## config.mk

```make
export PLATFORM = sky130hd
export DESIGN_NAME = prot_guard
export DESIGN_NICKNAME = d
export VERILOG_FILES = /design/src/rtl/prot_guard_pkg.sv /design/src/rtl/prot_lock_map.sv /design/src/rtl/prot_wp_sync.sv /design/src/rtl/prot_cycle_timer.sv /design/src/rtl/prot_guard.sv
export SDC_FILE = /design/constraint.sdc
export NUM_CORES = 1
export LEC_CHECK = 0
export ABC_AREA = 1
export BUFFER_PORTS_ARGS = -buffer_cell sky130_fd_sc_hd__buf_2
export CORE_MARGIN = 2
export CORE_UTILIZATION = 41
export CTS_BUF_LIST = sky130_fd_sc_hd__clkbuf_16
export DETAILED_ROUTE_END_ITERATION = 12
export GPL_TIMING_DRIVEN = 1
export PLACE_DENSITY_LB_ADDON = 0.08
export SLEW_MARGIN = 0
export SYNTH_ARGS = -nofsm -noshare
export SYNTH_HDL_FRONTEND = slang
export SYNTH_SLANG_ARGS = --single-unit
```

## constraint.sdc

```tcl
create_clock -name clk -period 1.36 [get_ports clk]
set_input_delay 0.272 -clock clk [delete_from_list [all_inputs] [get_ports clk]]
set_output_delay 0.272 -clock clk [all_outputs]
set_load 0.03 [all_outputs]
```

## src/rtl/prot_guard_pkg.sv

```systemverilog
package prot_guard_pkg;

  typedef enum logic [1:0] {
    OP_PROGRAM    = 2'd0,
    OP_SECT_ERASE = 2'd1,
    OP_CHIP_ERASE = 2'd2,
    OP_RSVD       = 2'd3
  } op_kind_e;

  typedef enum logic [1:0] {
    CYC_IDLE   = 2'd0,
    CYC_STATUS = 2'd1,
    CYC_ARRAY  = 2'd2
  } cyc_e;

  typedef struct packed {
    logic       arm;
    logic [1:0] lvl;
  } prot_cfg_t;

endpackage

```

## src/rtl/prot_lock_map.sv

```systemverilog
module prot_lock_map
  import prot_guard_pkg::*;
#(
  parameter int ADDR_W = 17,
  parameter int SECT_W = 2
) (
  input  logic [1:0]              lvl_i,
  input  op_kind_e                kind_i,
  input  logic [ADDR_W-1:0]       addr_i,
  output logic [(1<<SECT_W)-1:0]  mask_o
);
  localparam int NSECT = 1 << SECT_W;
  localparam logic [SECT_W:0] LIM_NONE = (SECT_W+1)'(NSECT);
  localparam logic [SECT_W:0] LIM_QTR  = (SECT_W+1)'(NSECT - NSECT/4);
  localparam logic [SECT_W:0] LIM_HALF = (SECT_W+1)'(NSECT/2);

  // Sectors at or above lim are locked.
  logic [SECT_W:0]   lim;
  logic [SECT_W-1:0] sel;
  logic              unused_addr;

  assign sel         = addr_i[ADDR_W-1 -: SECT_W];
  assign unused_addr = ^addr_i[ADDR_W-SECT_W-1:0];

  always_comb begin
    case (lvl_i)
      2'b00:   lim = LIM_NONE;
      2'b01:   lim = LIM_QTR;
      2'b10:   lim = LIM_HALF;
      default: lim = '0;
    endcase
  end

  for (genvar g = 0; g < NSECT; g++) begin : g_sect
    localparam logic [SECT_W:0] IDX = (SECT_W+1)'(g);
    logic hit;
    always_comb begin
      case (kind_i)
        OP_PROGRAM, OP_SECT_ERASE: hit = (sel == IDX[SECT_W-1:0]);
        OP_CHIP_ERASE:             hit = 1'b1;
        default:                   hit = 1'b0;
      endcase
    end
    assign mask_o[g] = hit && (IDX < lim);
  end

endmodule

```

## src/rtl/prot_wp_sync.sv

```systemverilog
module prot_wp_sync #(
  parameter int SYNC_STAGES = 2
) (
  input  logic clk,
  input  logic rst_n,
  input  logic wp_n_i,
  input  logic arm_i,
  input  logic srw_open_i,
  output logic hw_prot_o,
  output logic void_o
);
  logic [SYNC_STAGES-1:0] sync_q;
  logic                   prev_q;
  logic                   void_q;
  logic                   wp_s;
  logic                   fall;

  if (SYNC_STAGES == 1) begin : g_one
    always_ff @(posedge clk or negedge rst_n) begin
      if (!rst_n) sync_q <= '1;
      else        sync_q <= wp_n_i;
    end
  end else begin : g_many
    always_ff @(posedge clk or negedge rst_n) begin
      if (!rst_n) sync_q <= '1;
      else        sync_q <= {sync_q[SYNC_STAGES-2:0], wp_n_i};
    end
  end

  assign wp_s = sync_q[SYNC_STAGES-1];
  assign fall = prev_q & ~wp_s;

  always_ff @(posedge clk or negedge rst_n) begin
    if (!rst_n) begin
      prev_q <= 1'b1;
      void_q <= 1'b0;
    end else begin
      prev_q <= wp_s;
      void_q <= srw_open_i & void_o;
    end
  end

  assign hw_prot_o = ~wp_s & arm_i;
  assign void_o    = void_q | (srw_open_i & fall & arm_i);

  AST_VOID_STICKY: assert property (@(posedge clk) disable iff (!rst_n)
    (srw_open_i && void_o) |=> (!srw_open_i || void_o));

endmodule

```

## src/rtl/prot_cycle_timer.sv

```systemverilog
module prot_cycle_timer
  import prot_guard_pkg::*;
#(
  parameter int SRW_CYCLES = 20
) (
  input  logic clk,
  input  logic rst_n,
  input  logic start_status_i,
  input  logic start_array_i,
  input  logic done_i,
  output logic busy_o,
  output logic end_o
);
  localparam int CW = $clog2(SRW_CYCLES + 1);

  cyc_e          kind_q;
  logic [CW-1:0] cnt_q;

  assign busy_o = (kind_q != CYC_IDLE);
  assign end_o  = ((kind_q == CYC_STATUS) && (cnt_q == CW'(1))) ||
                  ((kind_q == CYC_ARRAY) && done_i);

  always_ff @(posedge clk or negedge rst_n) begin
    if (!rst_n) begin
      kind_q <= CYC_IDLE;
      cnt_q  <= '0;
    end else if (end_o) begin
      kind_q <= CYC_IDLE;
      cnt_q  <= '0;
    end else if (start_status_i) begin
      kind_q <= CYC_STATUS;
      cnt_q  <= CW'(SRW_CYCLES);
    end else if (start_array_i) begin
      kind_q <= CYC_ARRAY;
    end else if (kind_q == CYC_STATUS) begin
      cnt_q  <= cnt_q - CW'(1);
    end
  end

  AST_ARRAY_WAITS_DONE: assert property (@(posedge clk) disable iff (!rst_n)
    ((kind_q == CYC_ARRAY) && !done_i) |=> busy_o);
  AST_STATUS_NOT_EARLY: assert property (@(posedge clk) disable iff (!rst_n)
    ((kind_q == CYC_STATUS) && (cnt_q > CW'(1))) |=> busy_o);
  AST_NO_DOUBLE_START: assert property (@(posedge clk) disable iff (!rst_n)
    !(start_status_i && start_array_i));

endmodule

```

## src/rtl/prot_guard.sv

```systemverilog
module prot_guard
  import prot_guard_pkg::*;
#(
  parameter int ADDR_W      = 17,
  parameter int SECT_W      = 2,
  parameter int SRW_CYCLES  = 20,
  parameter int SYNC_STAGES = 2
) (
  input  logic                    clk,
  input  logic                    rst_n,
  input  logic                    wp_n_i,
  input  logic                    wen_set_i,
  input  logic                    wen_clr_i,
  input  logic                    srw_open_i,
  input  logic                    srw_valid_i,
  input  logic [7:0]              srw_data_i,
  output logic                    srw_ready_o,
  input  logic                    op_valid_i,
  input  logic [1:0]              op_kind_i,
  input  logic [ADDR_W-1:0]       op_addr_i,
  output logic                    op_ready_o,
  input  logic                    done_i,
  output logic                    dec_valid_o,
  output logic                    dec_allow_o,
  output logic [(1<<SECT_W)-1:0]  dec_mask_o,
  output logic [7:0]              status_o
);
  localparam int NSECT = 1 << SECT_W;

  prot_cfg_t        cfg_q;
  logic             wen_q;
  logic             busy;
  logic             cyc_end;
  logic             hw_prot;
  logic             frame_void;
  logic [NSECT-1:0] mask_c;
  logic             allow_c;
  logic             op_fire;
  logic             srw_fire;
  logic             srw_ok;
  logic             unused_data;

  assign unused_data = ^{srw_data_i[6:4], srw_data_i[1:0]};

  prot_lock_map #(.ADDR_W(ADDR_W), .SECT_W(SECT_W)) u_map (
    .lvl_i  (cfg_q.lvl),
    .kind_i (op_kind_e'(op_kind_i)),
    .addr_i (op_addr_i),
    .mask_o (mask_c)
  );

  prot_wp_sync #(.SYNC_STAGES(SYNC_STAGES)) u_wp (
    .clk        (clk),
    .rst_n      (rst_n),
    .wp_n_i     (wp_n_i),
    .arm_i      (cfg_q.arm),
    .srw_open_i (srw_open_i),
    .hw_prot_o  (hw_prot),
    .void_o     (frame_void)
  );

  prot_cycle_timer #(.SRW_CYCLES(SRW_CYCLES)) u_cyc (
    .clk            (clk),
    .rst_n          (rst_n),
    .start_status_i (srw_fire && srw_ok),
    .start_array_i  (op_fire && allow_c),
    .done_i         (done_i),
    .busy_o         (busy),
    .end_o          (cyc_end)
  );

  assign op_ready_o  = !busy;
  assign srw_ready_o = !busy && !op_valid_i;
  assign op_fire     = op_valid_i && op_ready_o;
  assign srw_fire    = srw_valid_i && srw_ready_o;
  assign allow_c     = wen_q && (|mask_c);
  assign srw_ok      = wen_q && !hw_prot && !frame_void;

  always_ff @(posedge clk or negedge rst_n) begin
    if (!rst_n) begin
      cfg_q       <= '0;
      wen_q       <= 1'b0;
      dec_valid_o <= 1'b0;
      dec_allow_o <= 1'b0;
      dec_mask_o  <= '0;
    end else begin
      dec_valid_o <= op_fire;
      dec_allow_o <= op_fire && allow_c;
      dec_mask_o  <= (op_fire && allow_c) ? mask_c : '0;
      if (srw_fire && srw_ok) begin
        cfg_q.arm <= srw_data_i[7];
        cfg_q.lvl <= srw_data_i[3:2];
      end
      if (cyc_end) begin
        wen_q <= 1'b0;
      end else if (!busy && !op_fire && !srw_fire) begin
        if (wen_clr_i)      wen_q <= 1'b0;
        else if (wen_set_i) wen_q <= 1'b1;
      end
    end
  end

  assign status_o = {cfg_q.arm, 3'b000, cfg_q.lvl, wen_q, busy};

  AST_WEN_DROPS_AT_END: assert property (@(posedge clk) disable iff (!rst_n)
    $fell(busy) |-> !wen_q);
  AST_ALLOW_NEEDS_WEN: assert property (@(posedge clk) disable iff (!rst_n)
    (dec_valid_o && dec_allow_o) |-> $past(wen_q));
  AST_FULL_LOCK_DENIES: assert property (@(posedge clk) disable iff (!rst_n)
    (dec_valid_o && ($past(cfg_q.lvl) == 2'b11)) |-> !dec_allow_o);
  AST_HW_FREEZES_CFG: assert property (@(posedge clk) disable iff (!rst_n)
    $past(hw_prot) |-> $stable(cfg_q));
  AST_BUSY_NEEDS_WEN: assert property (@(posedge clk) disable iff (!rst_n)
    $rose(busy) |-> $past(wen_q));
  AST_ALLOW_HAS_MASK: assert property (@(posedge clk) disable iff (!rst_n)
    (dec_valid_o && dec_allow_o) |-> ($countones(dec_mask_o) >= 1));

endmodule

```

==> results of run 1 <==
[stage by stage]
| stage | instances | power [W] | TNS, ns | hold slack (ns) |
|---|---|---|---|---|
| 2_1_floorplan | 132 | 0.00199 | -0.0907 | -0.0236 |
| 3_3_place_gp | 186 | 0.00223 | 0 | 0.248 |
| 3_5_place_dp | 186 | 0.00225 | 0 | 0.258 |
| 4_1_cts | 195 | 0.00298 | -0.0915 | 0.116 |
| 5_1_grt | 195 | 0.00321 | -0.378 | 0.113 |
| 6_report | 195 | 0.00298 | -0.0127 | 0.121 |
[final timing paths]
path	start	end	slack, ns	depth (start not counted)
min in group asynchronous	rst_n	wen_q$_DFFE_PN0P_	0.50	2
worst max register to register	u_cyc.kind_q[0]$_DFFE_PN0P_	u_cyc.cnt_q[4]$_DFFE_PN0P_	0.02	9
worst min register to register	u_wp.sync_q[0]$_DFF_PN1_	u_wp.sync_q[1]$_DFF_PN1_	0.36	0
worst min-delay path	wp_n_i	u_wp.sync_q[0]$_DFF_PN1_	0.12	1
max in group asynchronous	rst_n	u_wp.sync_q[1]$_DFF_PN1_	0.51	2
worst max-delay path	u_cyc.kind_q[0]$_DFFE_PN0P_	srw_ready_o	-0.01	4
[synth_stat cells]
master and number:
a21oi_1 9, nand3_1 5, dfstp_2 3, inv_1 19, nor2_8 1, ha_1 2, conb_1 1, a21oi_2 1
nand4_1 1, o21ai_0 5, and2_1 1, o21ai_1 1, dfrtp_1 18, buf_4 6, xnor2_1 1, or2_2 1
nand2_1 37, nand3b_4 1, nor2_4 1, nor3_2 1, nor2_2 2, inv_4 2, nand3b_1 1, nor2_1 9
or2_0 1
[repair_timing]
action,CTS,global route
hold endpoints to repair,18,0
setup buffers,4,0
hold buffers,1,0
endpoints found under the setup margin,2,12
gates resized for setup,4,3
pin swaps,2,5
[state kept, by name, summed over array words and instances (netlist names)]
name / flops
dec_allow_o: 1
dec_mask_o: 4
dec_valid_o: 1
status_o: 3
u_cyc.cnt_q: 5
u_cyc.kind_q: 2
u_wp.prev_q: 1
u_wp.sync_q: 2
u_wp.void_q: 1
wen_q: 1
[report_power, final]
| part | switching (W) | total (W) | internal [W] |
|---|---|---|---|
| clock | 0.000224 | 0.000616 | 0.000392 |
| combinational | 0.000869 | 0.00140 | 0.000535 |
| sequential | 0.000147 | 0.000959 | 0.000813 |
| total | 0.00124 | 0.00298 | 0.00174 |
[logic make-up (layout without fill, tap and decap cells)]
kind of cell / count (synthesis) / in the layout / synth area share (%)
simple gates: 62 / 62 / 28.1
buf+inv: 27 / 60 / 11.9
flops: 21 / 21 / 48.8
compound gates: 16 / 16 / 7.74
fa+ha+maj: 2 / 2 / 2.31
other cells: 1 / 3 / 0.346
xor+xnor: 1 / 1 / 0.808
[final cells by class]
class | count | area share, %
clock buffers | 3 | 5.45
clock inverters | 1 | 0.273
inverters | 21 | 6.09
multi-input cells | 84 | 32.0
flip-flops and latches | 21 | 38.5
well taps | 30 | 2.73
repair buffers | 35 | 14.9
[layer usage]
metal	vias to the layer above	track usage, %	wire length (µm)
met5	-	0	0
met4	0	10.1	52
met3	5	4.92	147
met2	26	20.9	874
met1	376	17.7	913
li1	462	-	-
==> report_table.html, run 1 <==
<table>
<tr><th>Metric</th><th>Value</th></tr>
<tr><th colspan="2">Clocking</th></tr>
<tr><td>Skew-Pair Late Insertion Delay</td><td>0.26 ns</td></tr>
<tr><td>Clock-pin slew reported for the worst setup and hold paths after clock tree synthesis</td><td>0.06 ns</td></tr>
<tr><td>Maximum clock path buffer count</td><td>2</td></tr>
<tr><td>CTS buffer count</td><td>3</td></tr>
<tr><td>Clk sinks</td><td>21</td></tr>
<tr><td>Clock root buffer</td><td>clkbuf_16</td></tr>
<tr><td>TritonCTS clock tree</td><td>built</td></tr>
<tr><td>H-tree depth</td><td>1</td></tr>
<tr><th colspan="2">Final layout</th></tr>
<tr><td>Multi-input logic area</td><td>440 µm²</td></tr>
<tr><td>Syn-to-layout area delta</td><td>27.0%</td></tr>
<tr><td>Top library cells by usage in the layout, fill and taps aside</td><td>nand2_1 (36), buf_2 (27), inv_1 (20)</td></tr>
<tr><td>Commonest non-fill, non-tap cell in the layout</td><td>nand2_1</td></tr>
<tr><td>Register cell area after layout</td><td>531 µm²</td></tr>
<tr><td>Share of layout cells above drive strength 1</td><td>31.5%</td></tr>
<tr><td>Final #Nets</td><td>204</td></tr>
<tr><td>Final Cell Area</td><td>0.00138 mm²</td></tr>
<tr><td>Fillcell total</td><td>238</td></tr>
<tr><td>Final core utilization</td><td>55.1%</td></tr>
<tr><td>ANT cells</td><td>0</td></tr>
<tr><th colspan="2">Pwr</th></tr>
<tr><td>Peak supply drop</td><td>1.38 mV</td></tr>
<tr><td>Leakage dissipation</td><td>0.789 nW</td></tr>
<tr><td>Pwr per Cell Area</td><td>2170 mW/mm²</td></tr>
<tr><th colspan="2">Worst setup path</th></tr>
<tr><td>CP Class</td><td>reg -&gt; out</td></tr>
<tr><td>Nature of the critical path endpoint</td><td>primary output</td></tr>
<tr><td>Delay-heaviest family, CP</td><td>flip-flops</td></tr>
<tr><td>Arrival time at the worst endpoint</td><td>1.10 ns</td></tr>
<tr><td>Worst path max stage delay</td><td>0.41 ns</td></tr>
<tr><td>Critical path required time</td><td>1.09 ns</td></tr>
<tr><td>Category of the worst setup path launch point</td><td>flip-flop</td></tr>
<tr><td>Worst Path Max Fanout</td><td>3</td></tr>
<tr><td>Slowest cell on crit path</td><td>dfrtp_1</td></tr>
<tr><td>Count of buffer and inverter cells on the critical path</td><td>2</td></tr>
<tr><td>Worst-path cell chain</td><td>nor2_4, inv_4, nor2_8, buf_6</td></tr>
<tr><th colspan="2">Routing</th></tr>
<tr><td>Remaining antenna violation count</td><td>0</td></tr>
<tr><td>Number of DRC markers after the initial detailed-route iteration</td><td>42</td></tr>
<tr><td>Detailed-route via count</td><td>869</td></tr>
<tr><td>Average routed wire per standard cell</td><td>10.2 µm</td></tr>
<tr><td>Residual DRC</td><td>0</td></tr>
<tr><td>Sum of routed wire length over all layers</td><td>1990 µm</td></tr>
<tr><td>Vias per cell</td><td>4.46</td></tr>
<tr><td>DRT Pass-1 Iters</td><td>4</td></tr>
<tr><th colspan="2">Floorplanning</th></tr>
<tr><td>Vertical die dimension</td><td>55.4 µm</td></tr>
<tr><td>Die area</td><td>0.00307 mm²</td></tr>
<tr><td>Chip Width</td><td>55.4 µm</td></tr>
<tr><td>Top-level I/O count</td><td>52</td></tr>
<tr><td>Standard-cell row count</td><td>18</td></tr>
<tr><td>Placeable core region</td><td>0.00250 mm²</td></tr>
<tr><td>Starting utilization of the core area</td><td>43.3%</td></tr>
<tr><th colspan="2">Timing</th></tr>
<tr><td>Worst-case setup margin in the final layout</td><td>-0.0127 ns</td></tr>
<tr><td>Number of setup violations in the final report</td><td>1</td></tr>
<tr><td>Period minus WS final</td><td>1.37 ns</td></tr>
<tr><td>Setup clock skew after layout</td><td>0.00622 ns</td></tr>
<tr><td>Final count of hold timing violations</td><td>0</td></tr>
<tr><td>Unrepaired setup endpoints after global routing</td><td>true</td></tr>
<tr><td>Timing-limited maximum frequency</td><td>729 MHz</td></tr>
<tr><td>Max-slew violation count</td><td>0</td></tr>
<tr><td>Post-route fraction of the period consumed by the critical path</td><td>101%</td></tr>
<tr><th colspan="2">Place</th></tr>
<tr><td>Number of buffers added on ports</td><td>28</td></tr>
<tr><td>Place WS</td><td>0.0316 ns</td></tr>
<tr><td>Final Wtd Congestion</td><td>0.840</td></tr>
<tr><td>Dpl hpwl</td><td>1450 µm</td></tr>
<tr><td>Standard cell area after detailed placement</td><td>0.00124 mm²</td></tr>
<tr><th colspan="2">Synthesis</th></tr>
<tr><td>Flop and latch count out of synthesis</td><td>21</td></tr>
<tr><td>Post-synthesis instance total</td><td>130</td></tr>
<tr><td>Leading post-synthesis cells by cell area</td><td>dfrtp_1 (42%), nand2_1 (13%), dfstp_2 (7.3%)</td></tr>
<tr><td>Sequential fraction of the synthesis area</td><td>48.8%</td></tr>
<tr><td>Post-synthesis average cell area</td><td>8.33 µm²</td></tr>
<tr><td>Post-synth top area share</td><td>41.6%</td></tr>
<tr><td>Post-synth cell types</td><td>25</td></tr>
<tr><td>Library cell occupying the most area in the post-synthesis netlist</td><td>dfrtp_1</td></tr>
<tr><td>Number of warning messages in the yosys log</td><td>0</td></tr>
<tr><td>Cell area after synthesis</td><td>0.00108 mm²</td></tr>
<tr><th colspan="2">Status</th></tr>
<tr><td>Outcome</td><td>complete, but fails checks</td></tr>
<tr><td>Violations in the final reports</td><td>setup timing</td></tr>
<tr><th colspan="2">Global route</th></tr>
<tr><td>First-pass GRT wire length</td><td>3370 µm</td></tr>
<tr><td>Total congestion overflow</td><td>0</td></tr>
<tr><td>Antenna violations before repair</td><td>0</td></tr>
<tr><td>Global routing usage summed across all routing layers</td><td>14.4%</td></tr>
<tr><td>Maximum number of pins on one net before global-route repair</td><td>22</td></tr>
<tr><td>Via count of the first global-routing pass</td><td>769</td></tr>
<tr><th colspan="2">Worst hold path</th></tr>
<tr><td>Class of the worst hold path</td><td>in -&gt; reg</td></tr>
<tr><th colspan="2">Job</th></tr>
<tr><td>Max Cap Violations</td><td>0</td></tr>
</table>
Note: power is estimated with default switching activity, not from simulation.
==> inputs of run 2 (changes only) <==
Settings changed: CORE_UTILIZATION 41 to 48.
Clock period 1.36 ns to 1.6 ns, I/O delays scaled along.
==> report_table.html, run 2 (synthesis results as in run 1) <==
<table>
<tr><th>Metric</th><th>Value</th></tr>
<tr><th colspan="2">Worst setup path</th></tr>
<tr><td>CP Class</td><td>reg -&gt; out</td></tr>
<tr><td>Critical path required time</td><td>1.28 ns (+0.19 ns)</td></tr>
<tr><td>Category of the worst setup path launch point</td><td>flip-flop</td></tr>
<tr><td>Worst Path Max Fanout</td><td>4 (+1)</td></tr>
<tr><td>Slowest cell on crit path</td><td>dfrtp_1</td></tr>
<tr><td>Count of buffer and inverter cells on the critical path</td><td>2 (unchanged)</td></tr>
<tr><td>Instance count on the critical path</td><td>4 (unchanged)</td></tr>
<tr><td>Arrival time at the worst endpoint</td><td>1.22 ns (+0.12 ns)</td></tr>
<tr><td>Nature of the critical path endpoint</td><td>primary output</td></tr>
<tr><td>Worst path max stage delay</td><td>0.43 ns (+0.02 ns)</td></tr>
<tr><td>Delay-heaviest family, CP</td><td>flip-flops</td></tr>
<tr><td>Depth of the most critical reg-to-reg path</td><td>5 (-4)</td></tr>
<tr><td>Minimum setup slack among reg-to-reg paths</td><td>0.21 ns (+0.19 ns)</td></tr>
<tr><td>Worst-path cell chain</td><td>nor2_4, inv_4, nor2_8, buf_2</td></tr>
<tr><th colspan="2">Final layout</th></tr>
<tr><td>Multi-input logic area</td><td>433 µm² (-1.7%)</td></tr>
<tr><td>Fillcell total</td><td>211 (-11%)</td></tr>
<tr><td>ANT cells</td><td>0 (unchanged)</td></tr>
<tr><td>Max reg flops</td><td>5 (unchanged)</td></tr>
<tr><td>Final Cell Area</td><td>0.00130 mm² (-5.5%)</td></tr>
<tr><td>Syn-to-layout area delta</td><td>20.1%</td></tr>
<tr><td>Register cell area after layout</td><td>529 µm² (-0.24%)</td></tr>
<tr><td>Commonest non-fill, non-tap cell in the layout</td><td>nand2_1</td></tr>
<tr><td>Final #Nets</td><td>197 (-3.4%)</td></tr>
<tr><td>Share of layout cells above drive strength 1</td><td>28.5% (-3.0 points)</td></tr>
<tr><td>Top library cells by usage in the layout, fill and taps aside</td><td>nand2_1 (37), buf_2 (28), inv_1 (19)</td></tr>
<tr><td>Register ranked first by flip-flop count</td><td>u_cyc.cnt_q</td></tr>
<tr><th colspan="2">Clocking</th></tr>
<tr><td>Count of hold buffers inserted by post-cts repair</td><td>0 (-1)</td></tr>
<tr><td>Maximum clock path buffer count</td><td>2 (unchanged)</td></tr>
<tr><td>Clock-pin slew reported for the worst setup and hold paths after clock tree synthesis</td><td>0.06 ns (about the same)</td></tr>
<tr><td>CTS buffer count</td><td>3 (unchanged)</td></tr>
<tr><td>TritonCTS clock tree</td><td>built</td></tr>
<tr><td>H-tree depth</td><td>1 (unchanged)</td></tr>
<tr><td>Clk sinks</td><td>21 (unchanged)</td></tr>
<tr><td>Number of instances resized during post-cts repair</td><td>0 (-4)</td></tr>
<tr><td>Clock root buffer</td><td>clkbuf_16</td></tr>
<tr><td>Number of buffers inserted by post-CTS setup repair</td><td>0 (-4)</td></tr>
<tr><td>Skew-Pair Late Insertion Delay</td><td>0.25 ns (about the same)</td></tr>
<tr><th colspan="2">Timing</th></tr>
<tr><td>Setup clock skew after layout</td><td>0.00307 ns (-0.00315 ns)</td></tr>
<tr><td>Period minus WS final</td><td>1.54 ns</td></tr>
<tr><td>Number of setup violations in the final report</td><td>0 (-1)</td></tr>
<tr><td>Final hold slack</td><td>0.0163 ns (-0.104 ns)</td></tr>
<tr><td>Final count of hold timing violations</td><td>0 (unchanged)</td></tr>
<tr><td>Summed negative setup slack over all endpoints</td><td>0 ns (+0.0127 ns)</td></tr>
<tr><td>Unrepaired setup endpoints after global routing</td><td>false</td></tr>
<tr><td>Timing-limited maximum frequency</td><td>649 MHz</td></tr>
<tr><td>Max-slew violation count</td><td>0 (unchanged)</td></tr>
<tr><td>Post-route fraction of the period consumed by the critical path</td><td>96.2%</td></tr>
<tr><th colspan="2">Floorplanning</th></tr>
<tr><td>Vertical die dimension</td><td>51.5 µm (-7.0%)</td></tr>
<tr><td>Placeable core region</td><td>0.00217 mm² (-13%)</td></tr>
<tr><td>Top-level I/O count</td><td>52 (unchanged)</td></tr>
<tr><td>Chip Width</td><td>51.5 µm (-7.0%)</td></tr>
<tr><td>Starting utilization of the core area</td><td>49.9% (+6.6 points)</td></tr>
<tr><td>Die area</td><td>0.00265 mm² (-14%)</td></tr>
<tr><td>Standard-cell row count</td><td>17 (-1)</td></tr>
<tr><th colspan="2">Pwr</th></tr>
<tr><td>Leakage dissipation</td><td>0.751 nW (-4.8%)</td></tr>
<tr><td>Pwr per Cell Area</td><td>1830 mW/mm² (-16%)</td></tr>
<tr><td>Peak supply drop</td><td>1.06 mV (-23%)</td></tr>
<tr><th colspan="2">Global route</th></tr>
<tr><td>First-pass GRT wire length</td><td>3360 µm (-0.21%)</td></tr>
<tr><td>Via count of the first global-routing pass</td><td>805 (+4.7%)</td></tr>
<tr><td>Total congestion overflow</td><td>0 (unchanged)</td></tr>
<tr><td>Maximum number of pins on one net before global-route repair</td><td>22 (unchanged)</td></tr>
<tr><td>Antenna violations before repair</td><td>0 (unchanged)</td></tr>
<tr><td>Global routing usage summed across all routing layers</td><td>17.2% (+2.8 points)</td></tr>
<tr><th colspan="2">Routing</th></tr>
<tr><td>Number of DRC markers after the initial detailed-route iteration</td><td>14 (-67%)</td></tr>
<tr><td>Average routed wire per standard cell</td><td>10.1 µm (-0.65%)</td></tr>
<tr><td>DRT Pass-1 Iters</td><td>4 (unchanged)</td></tr>
<tr><td>Sum of routed wire length over all layers</td><td>1880 µm (-5.2%)</td></tr>
<tr><td>Remaining antenna violation count</td><td>0 (unchanged)</td></tr>
<tr><td>Detailed-route via count</td><td>862 (-0.81%)</td></tr>
<tr><td>Residual DRC</td><td>0 (unchanged)</td></tr>
<tr><td>Vias per cell</td><td>4.63 (+4.0%)</td></tr>
<tr><th colspan="2">Place</th></tr>
<tr><td>Dpl hpwl</td><td>1530 µm (+5.3%)</td></tr>
<tr><td>Number of buffers added on ports</td><td>28 (unchanged)</td></tr>
<tr><td>Standard cell area after detailed placement</td><td>0.00122 mm² (-1.4%)</td></tr>
<tr><td>Final Wtd Congestion</td><td>0.760 (-9.5%)</td></tr>
<tr><th colspan="2">Worst hold path</th></tr>
<tr><td>Class of the worst hold path</td><td>in -&gt; async</td></tr>
<tr><th colspan="2">Job</th></tr>
<tr><td>Max Cap Violations</td><td>0 (unchanged)</td></tr>
<tr><th colspan="2">Status</th></tr>
<tr><td>Outcome</td><td>completed</td></tr>
</table>
run 2: where the power goes:
group	switching (W)	leakage (nW)	internal, W
Combinational	0.000699	0.442	0.000352
Clock	0.000175	0.0409	0.000335
Sequential	0.000129	0.268	0.000689
run 2: path summary, 6_finish.rpt:
kind / startpoint / endpoint
worst max-delay path: u_cyc.kind_q[1]$_DFFE_PN0P_ / srw_ready_o
worst min-delay path: rst_n / status_o[7]$_DFFE_PN0P_
worst max register to register: u_wp.sync_q[1]$_DFF_PN1_ / u_cyc.cnt_q[3]$_DFFE_PN0P_
worst min register to register: u_wp.sync_q[0]$_DFF_PN1_ / u_wp.sync_q[1]$_DFF_PN1_
max in group asynchronous: rst_n / u_wp.sync_q[1]$_DFF_PN1_
min in group clk: wp_n_i / u_wp.sync_q[0]$_DFF_PN1_
run 2: layout make-up:
| type | count | share of cell area (%) |
|---|---|---|
| Clock buffer | 3 | 5.77 |
| Sequential cell | 21 | 40.7 |
| Timing Repair Buffer | 28 | 10.8 |
| Inverter | 21 | 6.44 |
| Tap cell | 28 | 2.69 |
| Multi-Input combinational cell | 84 | 33.3 |
| Clock inverter | 1 | 0.385 |
run 2: metal layers:
layer / vias to the layer above / routed length (µm) / global-route usage, %
met5: - / 0 / 0
met4: 0 / 9 / 6.58
met3: 2 / 64 / 3.45
met2: 16 / 952 / 28.6
met1: 396 / 856 / 22.1
li1: 448 / - / -
run 2: per-stage QoR:
step	util (%)	power [W]	setup WS [ns]	instances
final	60.0	0.00238	0.0603	186
after global routing	60.0	0.00257	0.000723	186
after CTS	60.0	0.00241	0.0434	186
after detailed placement	56.3	0.00189	0.209	182
after global placement	56.3	0.00187	0.224	182
after floorplan	-	0.00169	0.182	132
